File: src/rtl/hpx_pkg.sv
package hpx_pkg;
  localparam int WORD_W = 32;
  localparam int WORD_BYTES = WORD_W / 8;
  localparam int SLOT_W = $clog2(WORD_BYTES);

  typedef enum logic [1:0] {
    DEPTH_8   = 2'd0,
    DEPTH_16  = 2'd1,
    DEPTH_32  = 2'd2,
    DEPTH_RSV = 2'd3
  } depth_e;

  // index of the last pixel slot in a word for a given depth
  function automatic logic [SLOT_W-1:0] last_slot(depth_e d);
    case (d)
      DEPTH_16: last_slot = SLOT_W'(WORD_BYTES / 2 - 1);
      DEPTH_32: last_slot = '0;
      default:  last_slot = SLOT_W'(WORD_BYTES - 1);
    endcase
  endfunction
endpackage

File: src/rtl/hpx_pix_sel.sv
module hpx_pix_sel
  import hpx_pkg::*;
(
  input  logic [WORD_W-1:0] word_i,
  input  logic [SLOT_W-1:0] slot_i,
  input  depth_e            depth_i,
  output logic [WORD_W-1:0] pix_o
);
  localparam int NHALF = WORD_W / 16;

  logic [7:0]  byte_l [WORD_BYTES];
  logic [15:0] half_l [NHALF];

  for (genvar b = 0; b < WORD_BYTES; b++) begin : g_byte
    assign byte_l[b] = word_i[8*b +: 8];
  end
  for (genvar h = 0; h < NHALF; h++) begin : g_half
    assign half_l[h] = word_i[16*h +: 16];
  end

  always_comb begin
    case (depth_i)
      DEPTH_16: pix_o = WORD_W'(half_l[slot_i[SLOT_W-2:0]]);
      DEPTH_32: pix_o = word_i;
      default:  pix_o = WORD_W'(byte_l[slot_i]);
    endcase
  end
endmodule

File: src/rtl/hpx_span_cnt.sv
module hpx_span_cnt #(
  parameter int W = 12
) (
  input  logic         clk_i,
  input  logic         rst_ni,
  input  logic         clr_i,
  input  logic         step_i,
  input  logic [W-1:0] max_i,
  output logic [W-1:0] cnt_o,
  output logic         at_max_o
);
  logic [W-1:0] cnt_q;

  assign at_max_o = (cnt_q == max_i);
  assign cnt_o    = cnt_q;

  always_ff @(posedge clk_i or negedge rst_ni) begin
    if (!rst_ni)      cnt_q <= '0;
    else if (clr_i)   cnt_q <= '0;
    else if (step_i)  cnt_q <= at_max_o ? '0 : cnt_q + 1'b1;
  end

  // position never runs past the programmed extent
  a_r7_cnt_in_range: assert property (@(posedge clk_i) disable iff (!rst_ni)
    !clr_i |-> cnt_q <= max_i);
endmodule

File: src/rtl/host_pix_unpack.sv
module host_pix_unpack
  import hpx_pkg::*;
#(
  parameter int DIM_W = 12
) (
  input  logic              clk_i,
  input  logic              rst_ni,
  input  logic              start_i,
  input  logic [1:0]        depth_i,
  input  logic [DIM_W-1:0]  width_m1_i,
  input  logic [DIM_W-1:0]  height_m1_i,
  input  logic              wr_valid_i,
  input  logic [WORD_W-1:0] wr_data_i,
  output logic              wr_ready_o,
  output logic              pix_valid_o,
  output logic [WORD_W-1:0] pix_data_o,
  input  logic              pix_ready_i,
  output logic              busy_o
);
  logic              busy_q, buf_v_q;
  logic [WORD_W-1:0] buf_q;
  logic [SLOT_W-1:0] slot_q;
  depth_e            depth_q;
  logic [DIM_W-1:0]  wm1_q, hm1_q;
  logic [DIM_W-1:0]  col_cnt, row_cnt;
  logic              col_end, row_end;
  logic              start_go, fire, eol, eof, slot_end, word_take;

  assign start_go  = start_i && !busy_q;
  assign fire      = buf_v_q && pix_ready_i;
  assign eol       = col_end;
  assign eof       = eol && row_end;
  assign slot_end  = (slot_q == last_slot(depth_q));
  assign word_take = busy_q && !buf_v_q && wr_valid_i;

  always_ff @(posedge clk_i or negedge rst_ni) begin
    if (!rst_ni) begin
      busy_q  <= 1'b0;
      buf_v_q <= 1'b0;
      buf_q   <= '0;
      slot_q  <= '0;
      depth_q <= DEPTH_8;
      wm1_q   <= '0;
      hm1_q   <= '0;
    end else if (start_go) begin
      busy_q  <= 1'b1;
      buf_v_q <= 1'b0;
      slot_q  <= '0;
      depth_q <= depth_e'(depth_i);
      wm1_q   <= width_m1_i;
      hm1_q   <= height_m1_i;
    end else if (busy_q) begin
      if (word_take) begin
        buf_v_q <= 1'b1;
        buf_q   <= wr_data_i;
        slot_q  <= '0;
      end else if (fire) begin
        // row end drops any padding left in the word
        if (eol || slot_end) buf_v_q <= 1'b0;
        else                 slot_q  <= slot_q + 1'b1;
        if (eof) busy_q <= 1'b0;
      end
    end
  end

  hpx_span_cnt #(.W(DIM_W)) u_col (
    .clk_i   (clk_i),
    .rst_ni  (rst_ni),
    .clr_i   (start_go),
    .step_i  (fire),
    .max_i   (wm1_q),
    .cnt_o   (col_cnt),
    .at_max_o(col_end)
  );

  hpx_span_cnt #(.W(DIM_W)) u_row (
    .clk_i   (clk_i),
    .rst_ni  (rst_ni),
    .clr_i   (start_go),
    .step_i  (fire && eol),
    .max_i   (hm1_q),
    .cnt_o   (row_cnt),
    .at_max_o(row_end)
  );

  hpx_pix_sel u_sel (
    .word_i (buf_q),
    .slot_i (slot_q),
    .depth_i(depth_q),
    .pix_o  (pix_data_o)
  );

  assign pix_valid_o = buf_v_q;
  assign wr_ready_o  = !busy_q || !buf_v_q;
  assign busy_o      = busy_q;

  a_r2_busy_rise: assert property (@(posedge clk_i) disable iff (!rst_ni)
    $rose(busy_o) |-> $past(start_i));
  a_r8_pix_hold: assert property (@(posedge clk_i) disable iff (!rst_ni)
    pix_valid_o && !pix_ready_i |=> pix_valid_o && $stable(pix_data_o));
  a_r10_idle_quiet: assert property (@(posedge clk_i) disable iff (!rst_ni)
    !busy_o |-> wr_ready_o && !pix_valid_o);
  a_r11_busy_fall: assert property (@(posedge clk_i) disable iff (!rst_ni)
    $fell(busy_o) |-> $past(pix_valid_o && pix_ready_i));
  a_r7_row_in_range: assert property (@(posedge clk_i) disable iff (!rst_ni)
    busy_o |-> row_cnt <= hm1_q && col_cnt <= wm1_q);
endmodule

File: config.mk
export PLATFORM = sky130hd
export DESIGN_NAME = host_pix_unpack
export DESIGN_NICKNAME = d
export VERILOG_FILES = /design/src/rtl/hpx_pkg.sv /design/src/rtl/hpx_pix_sel.sv /design/src/rtl/hpx_span_cnt.sv /design/src/rtl/host_pix_unpack.sv
export SDC_FILE = /design/constraint.sdc
export NUM_CORES = 1
export LEC_CHECK = 0
export BUFFER_PORTS_ARGS = -buffer_cell sky130_fd_sc_hd__buf_2
export CAP_MARGIN = 10
export CORE_ASPECT_RATIO = 0.8
export CORE_UTILIZATION = 55
export CTS_CLUSTER_DIAMETER = 100
export DETAILED_ROUTE_END_ITERATION = 7
export GPL_ROUTABILITY_DRIVEN = 0
export PLACE_DENSITY = 0.82
export SETUP_SLACK_MARGIN = 0.5
export SLEW_MARGIN = 20
export SYNTH_ARGS = -nofsm -noshare
export SYNTH_HDL_FRONTEND = slang
export SYNTH_HIERARCHICAL = 1
export SYNTH_SLANG_ARGS = --single-unit
export TNS_END_PERCENT = 5
File: constraint.sdc
create_clock -name clk_i -period 2.89 [get_ports clk_i]
set_clock_uncertainty 0.1 [all_clocks]
set_input_delay 0.578 -clock clk_i [delete_from_list [all_inputs] [get_ports clk_i]]
set_output_delay 0.578 -clock clk_i [all_outputs]
set_load 0.02 [all_outputs]
Yosys cells after proc, flatten, opt, wreduce, memory -nomap -nowiden
Index checks and enable logic that the tools add are counted.

storage, ports and cells
  input bits = 63
  output and inout bits = 35
  logic and storage cells = 70
  register bits = 86

operators by class
  equal/unequal tests = 6
  add/sub/neg operators = 3
  multiplexer cells = 29
  reductions and logical operators = 18
  magnitude comparators = 2
  bitwise logic cells = 3

operators with widths
  cell                     number
  $mux W12                 6
  $pmux W32 S2             1
  $mux W16                 3
  $add A12 B1 Y12 const B  2
  $eq A12 B12 Y1           2
  $bmux W8 S2              1
  $mux W8                  2
  $mux W1                  10
  $mux W2                  5
  $reduce_and A3 Y1        3
  $logic_and A1 B1 Y1      6
  $reduce_bool A2 Y1       3
  $reduce_bool A3 Y1       2
  $pmux W2 S2              1
  $ge A3 B3 Y1 const B     1
  $ne A3 B3 Y1 const B     1
  $not A2 Y3               1
  $add A2 B1 Y2 const B    1
  $eq A2 B1 Y1 const B     1
  $eq A2 B2 Y1             1
  $eq A2 B2 Y1 const B     1
  $ge A2 B2 Y1 const B     1
  $logic_not A1 Y1         2
  $logic_or A1 B1 Y1       2
  other kinds (2)          2

Logic depth before layout (Yosys ltp)
Gate-level depths: netlist (run 1).

  depth after elaboration = 9
  gate-level depth with buffers = 11
  depth with buffers taken out = 9

By module
Netlist (run 1), hierarchy kept.

by module, submodules not included
  module           times used  sequential area each (sq um)  cells each  area an instance (sq um)
  host_pix_unpack  1           1551.5                        156         2547.4
  hpx_span_cnt     2           300.3                         100         865.8
  hpx_pix_sel      1           0.0                           104         857.1

Worst setup path after synthesis (run 1)
No wires, ideal clock.

  path type = reg2reg
  start = register u_col.cnt_q[4], in the netlist u_col/cnt_o[4]
  end = register u_row.cnt_q[11], in the netlist u_row/cnt_o[11]
  data arrival time = 2472 ps
  clock period less this slack = 2651 ps
  path buffers = 2
  setup slack = 239 ps
  cell stages (with the launch flop) = 11
  library setup time = 78 ps
  cell sequence = dfrtp_1 buf_2 xor2_1 nor4_1 nand3_1 buf_2 inv_1 and3_1 clkinv_1 or4b_1 a21oi_1

between the ends
  word-level cells in the longest chain between the ends = 3

RTL lines
  what                          RTL line               text
  from (decl)                   hpx_span_cnt.sv:12     logic [W-1:0] cnt_q;
  from (signal assigned)        hpx_span_cnt.sv:20     else if (step_i) cnt_q <= at_max_o ? '0 : cnt_q + 1'b1;
  $eq A12 B12 Y1                hpx_span_cnt.sv:14     assign at_max_o = (cnt_q == max_i);
  via col_end                   host_pix_unpack.sv:26  logic col_end, row_end;
  $logic_and A1 B1 Y1           host_pix_unpack.sv:80  .step_i (fire && eol),
  $reduce_bool A2 Y1 (no line)  n/a
  to (signal assigned)          hpx_span_cnt.sv:20
  to (decl)                     hpx_span_cnt.sv:12

The timed path passes the listed nets, and every way through them passes these cells.
A chain may end at the register's enable or synchronous reset.

Final worst setup path (run 1)
  start = register depth_q[1]
  end = output pix_data_o[4]

between the ends
  word-level cells in the longest chain between the ends = 2
  elaborated cells on any way between the ends = 3

RTL lines
  what                                                 RTL line               text
  from (decl)                                          host_pix_unpack.sv:23  depth_e depth_q;
  from (signal assigned)                               host_pix_unpack.sv:49  depth_q <= depth_e'(depth_i);
  $eq A2 B2 Y1 / $eq A2 B1 Y1 (equally long branches)  hpx_pix_sel.sv:22      case (depth_i)
  $pmux W32 S2 (*)                                     hpx_pix_sel.sv:22
  to (decl)                                            host_pix_unpack.sv:16  output logic [WORD_W-1:0] pix_data_o,

Mark *: on every way between the ends. The rest lies on a longest branch, timed or not.

==> results of run 1 <==
-- through the flow --
| step | setup slack (ns) | std cells | instance area (um^2) | power (mW) | utilization |
|---|---|---|---|---|---|
| 2_1_floorplan | 0.5249 | 460 | 5159 | 3.397 | - |
| 3_3_place_gp | 0.4184 | 651 | 5645 | 3.779 | 0.6220 |
| 3_5_place_dp | 0.3599 | 651 | 5645 | 3.870 | 0.6220 |
| 4_1_cts | 0.4302 | 671 | 6167 | 5.438 | 0.6795 |
| 5_1_grt | 0.3669 | 681 | 6291 | 5.805 | 0.6931 |
| 6_report | 0.4179 | 681 | 6291 | 5.539 | 0.6931 |
-- cell type report --
| class | count | area [um^2] |
|---|---|---|
| sequential | 86 | 2157 |
| inverter | 9 | 41.29 |
| multi-input combinational | 334 | 2858 |
| clock buffer | 12 | 266.5 |
| clock inverter | 3 | 90.09 |
| tap | 115 | 143.9 |
| timing repair buffer | 122 | 734.5 |
| fill | 681 | 2785 |
-- cells in the final DEF, fill, tap and decap left out, types with 4 or more instances in the layout --
cell type / instances
a221oi_2: 11
xor2_1: 27
and3_2: 6
clkbuf_16: 9
nor2b_1: 6
a21oi_1: 15
mux2_2: 30
mux2_1: 10
nand4_1: 8
dfrtp_2: 4
a22oi_1: 5
dfrtp_1: 82
nor3_1: 6
nor4_2: 4
mux2i_1: 17
buf_4: 29
nand2b_1: 4
nor4b_1: 4
mux2_4: 24
buf_2: 89
nand3_1: 11
a21oi_2: 4
nor2_1: 16
nand2_1: 21
a31oi_1: 9
inv_1: 4
nor2b_4: 4
o21ai_0: 24
and2_1: 17
nor4_1: 8
-- cells by family after synthesis --
logic type,count (synthesis),share of synthesized area
multiplexers,81,0.1910
flip-flops,86,0.4190
adder cells (fa/ha/maj),5,0.01218
AND/OR/NAND/NOR,133,0.1566
XOR/XNOR,28,0.04775
AO/OA/AOI/OAI,86,0.1220
buffers and inverters,41,0.05140
-- registers in the layout (all words and copies together), names as in the netlist --
name,flops
buf_q,32
busy_o,1
depth_q,2
hm1_q,12
pix_valid_o,1
slot_q,2
u_col/cnt_o,12
u_row/cnt_o,12
wm1_q,12
-- report_power, final --
| group | switching (mW) | internal [mW] | total, mW |
|---|---|---|---|
| clock | 0.453 | 0.911 | 1.36 |
| combinational | 1.09 | 1.16 | 2.24 |
| sequential | 0.397 | 1.53 | 1.93 |
-- worst max-delay path, delay by kind of cell (launching register included) --
| kind | cells | cell delay (ns) |
|---|---|---|
| buffers and inverters | 2 | 0.25 |
| AOI/OAI and AO/OA | 2 | 0.37 |
| DFF | 1 | 0.44 |
| and+or+nand+nor | 1 | 0.25 |
| adders and majority gates | 1 | 0.15 |
-- worst min path at each step --
stage / from / endpoint / slack, ns / depth (start not counted)
floorplan: rst_ni / buf_q[0] / 0.18 / 0
global placement: hm1_q[2] / hm1_q[2] / 0.41 / 1
detailed placement: hm1_q[9] / hm1_q[9] / 0.42 / 1
CTS: rst_ni / buf_q[27] / 0.16 / 1
global route: rst_ni / hm1_q[10] / 0.18 / 1
finish: rst_ni / hm1_q[8] / 0.14 / 1
-- metal layers --
| layer | track usage | up-vias | wire length, um |
|---|---|---|---|
| li1 | - | 1889 | - |
| met1 | 0.3500 | 2028 | 5309 |
| met2 | 0.4210 | 153 | 5949 |
| met3 | 0.05302 | 27 | 646 |
| met4 | 0.09212 | 0 | 295 |
| met5 | 0 | - | 0 |
-- repair_timing --
| item | 4_1_cts | 5_1_grt |
|---|---|---|
| gates resized for setup | 33 | 14 |
| pin swaps | 6 | 5 |
| buffers inserted | 4 | 10 |
| setup endpoints to repair | 31 | 21 |
| cloned | 1 | 0 |
==> reports/qor.csv, run 1 <==
metric,value,unit
die footprint,9731,um^2
layout cell share with drive strength beyond 1,0.4329,
vias,4097,
setup TNS,0,ns
Worst R2R End,u_row/cnt_o[11],
Critical Path AT,1.79,ns
CTS Buffer Depth,2,
crit path capture,pix_data_o[4],
DRC,0,
vias in the first global route,3861,
DRT antenna net count,0,
Core Region,9076,um^2
initial DRC count,202,
GRT Resource Usage Total,0.2607,
r2r setup slk,0.47,ns
synthesized area per cell,11.17,um^2
crit path capture type,output pin,
worst-margin pin slew,0.6279,ns
n_diodes,0,
commonest cells in the netlist,"dfrtp_1 (86), mux2_2 (30), o21ai_0 (28)",
PD cells,880.5,nW/um^2
Fin Hold WS,0.1392,ns
Post-synth ARST share,1.000,
Area contributors post-synth,"dfrtp_1 (42%), mux2_4 (7.0%), mux2_2 (6.6%)",
Die Y,88.44,um
CP max-delay cell,dfrtp_2,
hpwl dp,8090,um
Cells after Synth,460,
Post-Syn Area,5136,um^2
Final Hold Fails,0,
CTS Buf Count,9,
reg2reg start,u_col/cnt_o[5],
Max-slew headroom,0.5814,
CP required,2.21,ns
NumNets Final,630,
Starting Density,0.5659,
Worst-path clk slew,0.06,ns
Avg WL per Cell,17.91,um
die width,110.0,um
DR vias/cell,6.016,
status,"complete, no violations",
PortBufs,97,
Synth warnings,6,
Leak,2.936,nW
RSZ-0062 raised after global routing,yes,
CP Cell Sequence,inv_2 -> ha_4 -> nor2b_4 -> o21ai_1 -> a221oi_2 -> buf_4,
First-pass DRT Iterations,7,
crit-path max FO,5,
Netlist cell types,54,
first-pass GRT wire length,19280,um
hold buffer count at cts,0,
fmax,404.5,MHz
"EDFF count, synth",0,
maximum VDD drop,0.0005158,V
synthesized flop and latch total,86,
"Top FF cell, synth",dfrtp_1,
Hold Path Class,primary input to asynchronous set/reset pin,
pin count of the biggest net entering global routing,45,
"area leader, netlist",dfrtp_1,
I/O pin total,98,
total routed wirelength,12200,um
row count,31,
endpoints failing setup,0,
final max-slew violation count,0,
crit start category,register,
share of the synthesized area in the top cell type,0.4190,
crit-path max cell delay,0.44,ns
post-layout minimum cycle time,2.472,ns
Crit Path Class,register to output pin,
grt total ovfl,0,
CTS root buf,clkbuf_16,
period utilization,0.8554,
Synth Net Count,528,
register area share after synthesis,0.4190,
CTS HTree Levels,3,
R2R depth,8,
Area Growth Syn to Fin,22.48,%
CTS sink cnt,86,
Clock Latency Late Sink,0.34,ns
CTS tree,built,
most common cell in the netlist,dfrtp_1,
initial antenna violation count,0,
crit path from,depth_q[1],
max cap viols,0,
Power figures use the tool's default switching activity.
==> run 2: changes to the inputs <==
- RECOVER_POWER: not set -> 100
==> reports/qor.csv, run 2 (synthesized netlist as in run 1, its figures left out) <==
metric,value,unit
First-pass DRT Iterations,4,
fmax,389.2,MHz
Top Usage Layer GRT,met2,
worst-margin pin slew,1.198,ns
Final Hold Fails,0,
M1 GR Usage,0.3500,
crit path from,depth_q[1],
CTS sink cnt,86,
status,"complete, no violations",
most frequent cells in the layout,"dfrtp_1 (83), buf_2 (70), mux2_2 (30), mux2_1 (30)",
Core Region,9076,um^2
initial antenna violation count,0,
Top reg by flops,buf_q,
crit-path max FO,17,
I/O pin total,98,
maximum VDD drop,0.0005003,V
max reg flops,32,
layout cell share with drive strength beyond 1,0.3463,
period utilization,0.8891,
NumNets Final,630,
crit path capture,pix_data_o[5],
Leak,2.725,nW
CTS Buf Count,9,
setup TNS,0,ns
CTS HTree Levels,3,
post-layout minimum cycle time,2.570,ns
design area,6128,um^2
die width,110.0,um
crit path capture type,output pin,
PD cells,868.4,nW/um^2
final max-slew violation count,0,
reg2reg start,u_col/cnt_o[5],
GRT Resource Usage Total,0.2607,
first-pass GRT wire length,19280,um
initial DRC count,178,
crit start category,register,
Hold Path Class,primary input to asynchronous set/reset pin,
CTS Buffer Depth,2,
grt total ovfl,0,
Critical Path AT,1.89,ns
n_diodes,0,
Max-slew headroom,0.2014,
Die Y,88.44,um
fillers,734,
hpwl dp,8090,um
r2r setup slk,0.36,ns
vias,4112,
CTS tree,built,
DR vias/cell,6.038,
max cap viols,0,
DRT antenna net count,0,
met3 usage,0.05302,
Clock Latency Late Sink,0.33,ns
die footprint,9731,um^2
vias in the first global route,3861,
R2R depth,8,
pin count of the biggest net entering global routing,45,
CP required,2.21,ns
Worst R2R End,u_row/cnt_o[11],
Crit Path Class,register to output pin,
endpoints failing setup,0,
DRC,0,
PortBufs,97,
cell area after placement,5645,um^2
RSZ-0062 raised after global routing,yes,
Area Growth Syn to Fin,19.32,%
"most common cell after layout, fill and taps aside",dfrtp_1,
Starting Density,0.5659,
Avg WL per Cell,17.95,um
Worst-path clk slew,0.06,ns
row count,31,
total routed wirelength,12230,um
CTS root buf,clkbuf_16,
met2 usage,0.4210,
==> run 2: cell count changes in the layout (fill, tap and decap cells not counted), sizes merged <==
| cell | change |
|---|---|
| buf | -29 |
| clkbuf | +29 |
==> run 2: power breakdown <==
group          internal, mW  switching [mW]
combinational         0.962            1.08
clock                 0.910           0.450
sequential             1.53           0.390
==> run 2: repair_timing <==
action / 4_1_cts / 5_1_grt
pin swaps: 6 / 5
gates cloned: 1 / 0
gates resized for setup: 33 / 14
setup buffers: 4 / 10
hold buffers: 0 / 0
endpoints found under the setup margin: 31 / 21
==> run 2: worst min-delay path by stage <==
stage	to	start	cells after the start
global placement	hm1_q[2]	hm1_q[2]	1
floorplan	buf_q[0]	rst_ni	0
finish	hm1_q[8]	rst_ni	1
global route	buf_q[19]	wr_data_i[19]	2
CTS	buf_q[27]	rst_ni	1
detailed placement	hm1_q[9]	hm1_q[9]	1
==> run 2: per-layer routing <==
layer  vias to the layer above  wire [um]
met5                         -          0
met1                      2035       5412
met4                         0        315
met2                       153       5901
met3                        31        596
li1                       1893          -
==> run 2: stage by stage <==
stage	cells	hold slack (ns)	util	setup WS, ns	power, mW
floorplan	460	0.1824	-	0.5249	3.397
CTS	671	0.1575	0.6795	0.4302	5.438
detailed placement	651	0.4192	0.6220	0.3599	3.870
finish	681	0.3401	0.6752	0.3205	5.322
global placement	651	0.4140	0.6220	0.4184	3.779
global route	681	0.3470	0.6752	0.1969	5.592
==> run 2: worst max-delay path: stages (launching register included) <==
cell      delay, ns
dfrtp_1        0.43
ha_4           0.29
clkbuf_1       0.33
a221oi_2       0.12
a221oi_2       0.20
buf_4          0.18
==> run 2: final cells by class <==
type / count / area, um^2 / area share
clock buffers: 12 / 266.5 / 0.04349
clock inverters: 3 / 90.09 / 0.01470
inverters: 9 / 41.29 / 0.006737
multi-input cells: 334 / 2768 / 0.4516
flip-flops and latches: 86 / 2156 / 0.3518
well taps: 115 / 143.9 / 0.02348
repair buffers: 122 / 663.1 / 0.1082
==> run 3: changes to the inputs <==
- CELL_PAD_IN_SITES_DETAIL_PLACEMENT: not set -> 1
- CELL_PAD_IN_SITES_GLOBAL_PLACEMENT: not set -> 1
- CORE_UTILIZATION: 55 -> 47
- PLACE_DENSITY: 0.82 -> 0.88
- clock period: 2.89 -> 3.29 ns (I/O delays scaled with it)
==> reports/qor.csv, run 3 (synthesized netlist as in run 1, its figures left out) <==
metric,value,unit
vias,4082,
cell area after placement,5682,um^2
DRT antenna net count,0,
CTS root buf,clkbuf_16,
post-layout minimum cycle time,2.909,ns
worst-margin pin slew,1.467,ns
First-pass DRT Iterations,4,
CTS Buf Count,9,
"Core Util, Final",0.5699,
setup TNS,0,ns
vias in the first global route,4374,
die width,118.9,um
Avg WL per Cell,20.16,um
n_diodes,0,
Leak,2.654,nW
GRT Resource Usage Total,0.2541,
hpwl dp,9546,um
initial DRC count,153,
max cap viols,0,
status,"complete, no violations",
"most common cell after layout, fill and taps aside",dfrtp_1,
fillers,1179,
Critical Path AT,2.15,ns
design area,5953,um^2
final max-slew violation count,0,
NumNets Final,619,
Starting Density,0.4917,
Final Hold Fails,0,
maximum VDD drop,0.0004204,V
Tot Pwr,4.466,mW
total routed wirelength,14030,um
die footprint,11350,um^2
Worst-path clk slew,0.06,ns
Max-slew headroom,0.02202,
row count,33,
most frequent cells in the layout,"dfrtp_1 (85), buf_2 (77), mux2_1 (30)",
grt total ovfl,0,
period utilization,0.8841,
Core Region,10450,um^2
initial antenna violation count,0,
crit path capture type,output pin,
max reg flops,32,
CTS HTree Levels,3,
Hold Path Class,register to register,
crit-path max FO,10,
endpoints failing setup,0,
first-pass GRT wire length,22390,um
Crit Path Class,register to output pin,
DRC,0,
CTS tree,built,
DR vias/cell,5.865,
crit start category,register,
Fin Hold WS,0.4280,ns
layout cell share with drive strength beyond 1,0.3165,
CTS sink cnt,86,
pin count of the biggest net entering global routing,57,
PD cells,750.2,nW/um^2
PortBufs,97,
CTS Buffer Depth,2,
CP required,2.53,ns
fmax,343.8,MHz
Die Y,95.50,um
Clock Latency Late Sink,0.34,ns
RSZ-0062 raised after global routing,yes,
Area Growth Syn to Fin,15.91,%
I/O pin total,98,
Top reg by flops,buf_q,
## run 3: changes by cell type in the layout (fill, tap and decap cells not counted), sizes merged
| cell | previous run | this run |
|---|---|---|
| clkbuf | 41 | 34 |
| buf | 93 | 87 |
| bufinv | 3 | 2 |
| clkinvlp | 0 | 2 |
| clkinv | 2 | 4 |
## run 3: report_power, final
group	switching [mW]	leakage [nW]	internal [mW]	total, mW
Combinational	0.891	1.46	0.760	1.65
Clock	0.433	0.152	0.664	1.10
Sequential	0.370	1.05	1.35	1.72
## run 3: what timing repair did
item	in CTS	in global routing
hold buffers	0	0
pin swaps	0	1
hold endpoints to repair	0	0
gates resized for setup	4	14
endpoints found under the setup margin	16	17
buffers inserted	0	4
cloned	0	1
## run 3: per-stage QoR
stage,setup slack (ns),std cells
4_1_cts,0.3484,691
2_1_floorplan,0.6395,460
3_5_place_dp,0.5759,675
6_report,0.3815,696
5_1_grt,0.2529,696
3_3_place_gp,0.6359,675
## run 3: cell type report
class	count	area (um^2)	share of cell area
multi-input cells	334	2684	0.4508
flip-flops and latches	86	2156	0.3621
repair buffers	111	585.6	0.09836
clock buffers	10	229.0	0.03846
well taps	140	175.2	0.02942
clock inverters	6	86.33	0.01450
inverters	9	37.54	0.006305
## run 3: routing by layer
metal  GRT usage  up-vias  routed length, um
li1            -     1857                  -
met4      0.1055        0                300
met5           0        -                  0
met3     0.05742       24                676
met1      0.3015     2077               5869
met2      0.4498      124               7187
## run 3: worst max-delay path: stages, from the launching register on
cell      delay, ns
dfrtp_1        0.44
inv_1          0.12
ha_4           0.23
nor2b_1        0.38
o21ai_0        0.16
a221oi_2       0.26
buf_2          0.22
## run 3: final timing paths
check | start | endpoint | slack [ns] | cells past startpoint
max in group asynchronous | rst_ni | slot_q[0] | 0.90 | 2
max | depth_q[1] | pix_data_o[6] | 0.38 | 6
min | wm1_q[10] | wm1_q[10] | 0.43 | 1
min in group asynchronous | rst_ni | buf_q[17] | 0.57 | 1
max reg2reg | u_col/cnt_o[2] | u_row/cnt_o[4] | 0.47 | 10
min reg2reg | wm1_q[10] | wm1_q[10] | 0.43 | 1
